**src/rtl/spi_baud_div.sv**
```systemverilog
module spi_baud_div #(
  parameter int PRE_W = 3,
  parameter int SEL_W = 3
) (
  input  logic             clk_i,
  input  logic             rst_ni,
  input  logic [PRE_W-1:0] presel_i,
  input  logic [SEL_W-1:0] sel_i,
  input  logic             master_i,
  input  logic             xfer_i,
  output logic             sck_tick_o,
  output logic             sck_o
);
  localparam int HP_W = PRE_W + (1 << SEL_W);

  logic            run;
  logic            term;
  logic [HP_W-1:0] half_d, half_q, cnt_q;

  assign run        = master_i & xfer_i;
  assign half_d     = HP_W'({1'b0, presel_i} + (PRE_W+1)'(1)) << sel_i;
  assign term       = (cnt_q == half_q - HP_W'(1));
  assign sck_tick_o = run & term;

  always_ff @(posedge clk_i or negedge rst_ni) begin
    if (!rst_ni) begin
      cnt_q  <= '0;
      half_q <= HP_W'(1);
      sck_o  <= 1'b0;
    end else if (!run) begin
      cnt_q  <= '0;
      half_q <= half_d;
      sck_o  <= 1'b0;
    end else if (term) begin
      cnt_q  <= '0;
      half_q <= half_d;
      sck_o  <= ~sck_o;
    end else begin
      cnt_q  <= cnt_q + HP_W'(1);
    end
  end


  idle_low_chk: assert property (@(posedge clk_i) disable iff (!rst_ni)
    !run |=> !sck_o);


  toggle_on_tick_chk: assert property (@(posedge clk_i) disable iff (!rst_ni)
    sck_tick_o |=> sck_o != $past(sck_o));


  hold_between_chk: assert property (@(posedge clk_i) disable iff (!rst_ni)
    (run && !sck_tick_o) |=> $stable(sck_o));


  half_locked_chk: assert property (@(posedge clk_i) disable iff (!rst_ni)
    (run && !sck_tick_o) |=> $stable(half_q));


  no_overflow_chk: assert property (@(posedge clk_i) disable iff (!rst_ni)
    cnt_q < half_q);


  restart_chk: assert property (@(posedge clk_i) disable iff (!rst_ni)
    !run |=> cnt_q == '0);
endmodule

```
**config.mk**
```make
export PLATFORM = sky130hd
export DESIGN_NAME = spi_baud_div
export DESIGN_NICKNAME = d
export VERILOG_FILES = /design/src/rtl/spi_baud_div.sv
export SDC_FILE = /design/constraint.sdc
export NUM_CORES = 1
export LEC_CHECK = 0
export BUFFER_PORTS_ARGS = -buffer_cell sky130_fd_sc_hd__buf_2
export CAP_MARGIN = 20
export CORE_ASPECT_RATIO = 0.9
export CORE_UTILIZATION = 35
export DETAILED_ROUTE_END_ITERATION = 6
export SLEW_MARGIN = 5
export SYNTH_ARGS = -nofsm -noshare
export SYNTH_HDL_FRONTEND = slang
export SYNTH_SLANG_ARGS = --single-unit
```
**constraint.sdc**
```tcl
create_clock -name clk_i -period 7.3 [get_ports clk_i]
set_input_delay 0.365 -clock clk_i [delete_from_list [all_inputs] [get_ports clk_i]]
set_output_delay 0.365 -clock clk_i [all_outputs]
set_load 0.05 [all_outputs]
```
==> flow_metrics.py, run 1 <==
metrics = {
    "power_and_ir_drop": {
        "ir_drop_mv": 0.0905,
        "p_per_area_mw_per_mm2": 164,
        "p_leak_nw": 0.794,
    },
    "routing": {
        "finalWirelength_mm": 3.23,
        "drc": 0,
        "detail_route.first_pass.iterations": 4,
        "vias": 1215,
        "drt_iter0_markers": 55,
        "viasPerCell": 5.06,
        "drtAntennaViolNets": 0,
        "wire_per_inst_microns": 13.5,
    },
    "timing": {
        "clock_skew_ns": 0.00800,
        "worst_slew_pin_slew_ns": 0.539,
        "rsz0062_at_grt": "false",
        "final.min_clock_period_ns": 3.08,
        "setup_viol": 0,
        "hold_violations": 0,
        "finalCritPeriodShare_pct": 42.2,
        "fmax_ghz": 0.325,
        "finalSetupTns_ns": 0,
        "hold_slack_ns": 0.0686,
        "final-max-slew-violation-count": 0,
        "slew_headroom_pct": 64.1,
    },
    "setup_path": {
        "cp-end-kind": "output port",
        "arrival_ns": 2.71,
        "crit_slowest_cell": "dfstp_2",
        "startpoint_type": "flip-flop",
        "crit_chain": "inv_1, ha_1, nor2b_1, or3_1, a311oi_1, nand3_1, nor2_1, buf_2",
        "crit_required_ns": 6.93,
        "critPathBufInv": 2,
        "path_max_fanout": 7,
        "crit_family": "simple AND/OR/NAND/NOR gates",
        "slowest_delay_ns": 0.57,
        "worstSetupPathType": "reg -> out",
    },
    "yosys": {
        "ys_seq_area_share_pct": 36.2,
        "avgSynthCellArea_sq_um": 9.36,
        "synthMuxAreaShare_pct": 10.5,
        "syn_area_sq_mm": 0.00159,
        "synth_compound_area_share_pct": 8.81,
        "yosys_warnings": 0,
        "synth_seq_cells": 23,
        "ys_types": 41,
        "synth_simple_gate_area_share_pct": 27.7,
        "synth_nets": 183,
        "synthAdderAreaFrac_pct": 2.36,
        "synth_xor_area_share_pct": 11.6,
        "synth_cells": 170,
        "synth_top_family_by_area": "simple AND/OR/NAND/NOR gates",
    },
    "layout": {
        "final_util_pct": 41.1,
        "drive_above_1_share_pct": 15.6,
        "syn2layout_area_growth_pct": 8.88,
        "num-nets-final": 194,
        "antennaDiodeCount": 0,
    },
    "placement": {
        "routabilityCongestion": 0.797,
        "io_buffers": 11,
        "dp_hpwl_mm": 2.37,
    },
    "die": {
        "rows": 22,
        "die_y_microns": 66.0,
        "die_area_sq_mm": 0.00482,
        "die_w_microns": 73.1,
        "start_util_pct": 37.8,
        "core_area_sq_mm": 0.00421,
        "io_pins": 12,
    },
    "clocking": {
        "clock-root-buffer": "clkbuf_8",
        "cts_num_sinks": 23,
        "cts_tree": "done",
        "post_cts_buffers": 0,
        "cts_resized": 0,
        "cts_made_buffers": 3,
        "htreeDepth": 1,
        "ctsHoldBuffers": 0,
        "clockBufferDepth": 2,
        "clkTransAtPathRegs_ns": 0.08,
        "clk-insertion-delay-late_ns": 0.27,
    },
    "global_routing": {
        "grt_pass1_wl_mm": 5.71,
        "grt_max_degree": 24,
        "gr-total-overflow": 0,
        "grt_pass1_vias": 1204,
        "grtUsageMet1_pct": 23.4,
        "grtUsageTotal_pct": 15.5,
        "grt.busiest_layer": "met1",
        "met2_usage_pct": 22.8,
        "grt_antenna_before_repair": 0,
        "met3_usage_pct": 1.83,
    },
    "status": {
        "status": "complete, no violations",
    },
    "run": {
        "maxCapViolCount": 0,
    },
    "hold_path": {
        "hold_path_class": "in -> async",
    },
}
[final timing paths]
path,cells past startpoint,end,startpoint,slack (ns)
max,8,sck_tick_o,half_q[0],4.22
max reg2reg,7,half_q[8],half_q[0],4.57
max in group asynchronous,1,half_q[0],rst_ni,6.85
min reg2reg,2,half_q[0],half_q[0],0.53
min in group clk_i,4,half_q[0],presel_i[0],0.44
min,1,cnt_q[7],rst_ni,0.07
[cell usage in the layout (no fill, tap or decap), types with 2 or more instances in the layout]
cell / n
and3_1: 5
nand4_1: 4
nor3_1: 5
nor3b_1: 3
ha_1: 3
o21ai_0: 3
buf_2: 11
nand3_1: 5
dfrtp_1: 22
and4_1: 2
mux2_4: 7
xnor2_1: 7
mux2_1: 2
clkbuf_8: 3
nor2b_1: 5
xor2_1: 14
nand2_1: 15
mux2i_1: 4
nand2b_1: 2
nor2_1: 28
a21oi_1: 5
inv_1: 3
and2_1: 3
[through the flow]
stage / instance area (sq um) / instances / worst slack (ns) / power [mW]
final: 1730 / 240 / 4.22 / 0.284
after CTS: 1730 / 240 / 4.20 / 0.285
after global placement: 1690 / 236 / 4.55 / 0.206
after detailed placement: 1690 / 236 / 4.50 / 0.206
after global routing: 1730 / 240 / 4.06 / 0.300
after floorplan: 1590 / 170 / 4.38 / 0.190
[cell families (layout without fill, tap and decap cells)]
family	after synthesis	count (layout)
fa+ha+maj	3	3
compound gates	18	18
flops	23	23
buf+inv	8	18
xor+xnor	21	21
simple gates	84	84
mux	13	13
[Yosys cell counts (all sizes together)]
master	n	area [sq um]
mux2i	4	40.0
nor3	5	25.0
nor2b	5	31.3
and3b	1	8.76
a221oi	1	8.76
inv	3	11.3
and3	5	31.3
o21ai	3	15.0
a21oi	5	25.0
buf	2	22.5
dfrtp	22	551
mux2	9	128
and4	2	17.5
xor2	14	123
nor2	28	105
nand3	6	35.0
or2	1	6.26
a21bo	1	10.0
a32o	1	10.0
nor3b	3	22.5
a311oi	1	8.76
nand2b	2	12.5
a211oi	1	7.51
dfstp	1	26.3
nand3b	1	7.51
ha	3	37.5
xnor2	7	61.3
nor4bb	1	10.0
a31o	1	17.5
nand4	4	25.0
o2111ai	1	8.76
nand2	15	56.3
or3	1	6.26
clkbuf	3	11.3
and2	3	18.8
a2bb2oi	1	15.0
a22oi	1	7.51
a31oi	1	6.26
nor4	1	21.3
[cell type report]
cell class	count	area [sq um]
clock buffer	4	45.0
fill	425	2480
inverter	3	11.3
multi-input combinational	139	970
sequential	23	577
tap	60	75.1
timing repair buffer	11	55.1
[sequential cells by signal, indices dropped and copies added (netlist names)]
name / cells
cnt_q: 11
half_q: 11
sck_o: 1
[routing by layer]
layer / routed length (microns) / vias to the layer above
met2: 1370 / 24
met5: 0 / -
met4: 41 / 0
li1: - / 609
met3: 76 / 4
met1: 1750 / 578
[power breakdown]
group	internal, mW	total [mW]	switching (mW)
combinational	0.0287	0.0611	0.0323
clock	0.0390	0.0798	0.0409
sequential	0.133	0.143	0.0100
total	0.200	0.284	0.0832
(Power assumes the default switching activity.)
==> inputs of run 2 (changes only) <==
- clock period: 7.3 -> 3.1 ns (I/O delays scaled with it)
==> flow_metrics.py, run 2 (synthesized netlist as in run 1, its figures left out) <==
metrics = {
    "routing": {
        "detail_route.first_pass.iterations": 5,
        "drc": 0,
        "finalWirelength_mm": 3.04,
        "drtAntennaViolNets": 0,
        "drt_iter0_markers": 77,
        "viasPerCell": 4.98,
        "vias": 1200,
        "wire_per_inst_microns": 12.6,
    },
    "die": {
        "die_w_microns": 73.1,
        "die_y_microns": 66.0,
        "die_area_sq_mm": 0.00482,
        "io_pins": 12,
        "start_util_pct": 37.8,
        "core_area_sq_mm": 0.00421,
        "rows": 22,
    },
    "timing": {
        "finalSetupTns_ns": 0,
        "hold_slack_ns": 0.245,
        "setup_ws_ns": 0.197,
        "rsz0062_at_grt": "false",
        "clock_skew_ns": 0.00772,
        "fmax_ghz": 0.345,
        "finalCritPeriodShare_pct": 93.6,
        "setup_viol": 0,
        "final-max-slew-violation-count": 0,
        "worst_slew_pin_slew_ns": 0.517,
        "slew_headroom_pct": 65.6,
        "hold_violations": 0,
        "final.min_clock_period_ns": 2.90,
    },
    "power_and_ir_drop": {
        "swShare_pct": 29.5,
        "p_leak_nw": 0.798,
        "ir_drop_mv": 0.326,
        "p_seq_share_pct": 50.2,
        "p_comb_share_pct": 21.4,
        "p_per_area_mw_per_mm2": 383,
        "power_switching_uw": 197,
        "clock_power_share_pct": 28.4,
        "internal_power_uw": 472,
        "power.total_uw": 669,
    },
    "setup_path": {
        "worstSetupPathType": "reg -> out",
        "arrival_ns": 2.75,
        "cp-end-kind": "output port",
        "crit_required_ns": 2.94,
        "path_max_fanout": 7,
        "startpoint_type": "flip-flop",
    },
    "layout": {
        "top_regs": "cnt_q: 11 flops, half_q: 11 flops, sck_o: 1 flops",
        "drive_above_1_share_pct": 16.0,
        "syn2layout_area_growth_pct": 9.75,
        "layout_commonest_cell": "nor2_1",
        "final_cells": 241,
        "layout_common_cells": "nor2_1, dfrtp_1, nand2_1",
        "final_area_sq_mm": 0.00175,
        "antennaDiodeCount": 0,
        "final_util_pct": 41.5,
        "num-nets-final": 195,
    },
    "clocking": {
        "cts_num_sinks": 23,
        "cts_made_buffers": 3,
        "clockBufferDepth": 2,
        "clkTransAtPathRegs_ns": 0.08,
        "cts_tree": "done",
        "clk-insertion-delay-late_ns": 0.27,
        "clock-root-buffer": "clkbuf_8",
        "cts_resized": 0,
        "htreeDepth": 1,
    },
    "run": {
        "maxCapViolCount": 0,
    },
    "placement": {
        "io_buffers": 11,
        "place_area_sq_mm": 0.00169,
        "preCtsSetupSlack_ns": 0.376,
        "routabilityCongestion": 0.872,
        "dp_cells": 236,
        "dp_hpwl_mm": 2.30,
    },
    "status": {
        "status": "complete, no violations",
    },
    "global_routing": {
        "grt_antenna_before_repair": 0,
        "grt_max_degree": 24,
        "gr-total-overflow": 0,
        "grt_pass1_vias": 1095,
        "grt_pass1_wl_mm": 5.26,
        "grtUsageTotal_pct": 14.2,
    },
    "hold_path": {
        "hold_path_class": "in -> reg",
    },
}
[run 2: critical path, stage by stage, from the launching register on]
cell and delay (ns):
dfstp_2 0.58, inv_1 0.06, ha_1 0.27, nor2b_1 0.16
or3_1 0.35, a311oi_1 0.42, nand3_1 0.24, nor2_1 0.13
buf_2 0.27
[run 2: final cells by class]
class	count	area, sq um
Timing Repair Buffer	12	65.1
Fill cell	421	2460
Inverter	3	11.3
Sequential cell	23	577
Multi-Input combinational cell	139	970
Tap cell	60	75.1
Clock buffer	3	41.3
Clock inverter	1	7.51
[run 2: path summary, 6_finish.rpt]
path,from,slack [ns],end,cells past startpoint
worst max register to register,half_q[0],0.36,half_q[9],7
worst min register to register,half_q[0],0.53,half_q[0],2
worst max-delay path,half_q[0],0.20,sck_tick_o,8
max in group asynchronous,rst_ni,2.35,half_q[0],2
worst min-delay path,presel_i[0],0.25,half_q[0],4
min in group asynchronous,rst_ni,0.39,half_q[3],2
[run 2: metal layers]
metal / part of all wire, % / vias up / GRT usage [%] / wire (microns)
met3: 4.8 / 2 / 2.74 / 145
li1: - / 617 / - / -
met1: 54 / 557 / 22.3 / 1640
met2: 41 / 24 / 19.9 / 1260
met5: 0 / - / 0 / 0
met4: 0.23 / 0 / 2.94 / 7
[run 2: timing repair]
item,4_1_cts,5_1_grt
setup buffers,0,0
hold buffers,1,0
endpoints found under the hold margin,22,0
[run 2: power by group through the flow]
stage	Sequential [mW]	Combinational, mW	Clock [mW]
2_1_floorplan	0.335	0.113	0
3_3_place_gp	0.342	0.142	0
3_5_place_dp	0.342	0.142	0
4_1_cts	0.336	0.143	0.198
5_1_grt	0.339	0.159	0.212
6_report	0.336	0.143	0.190
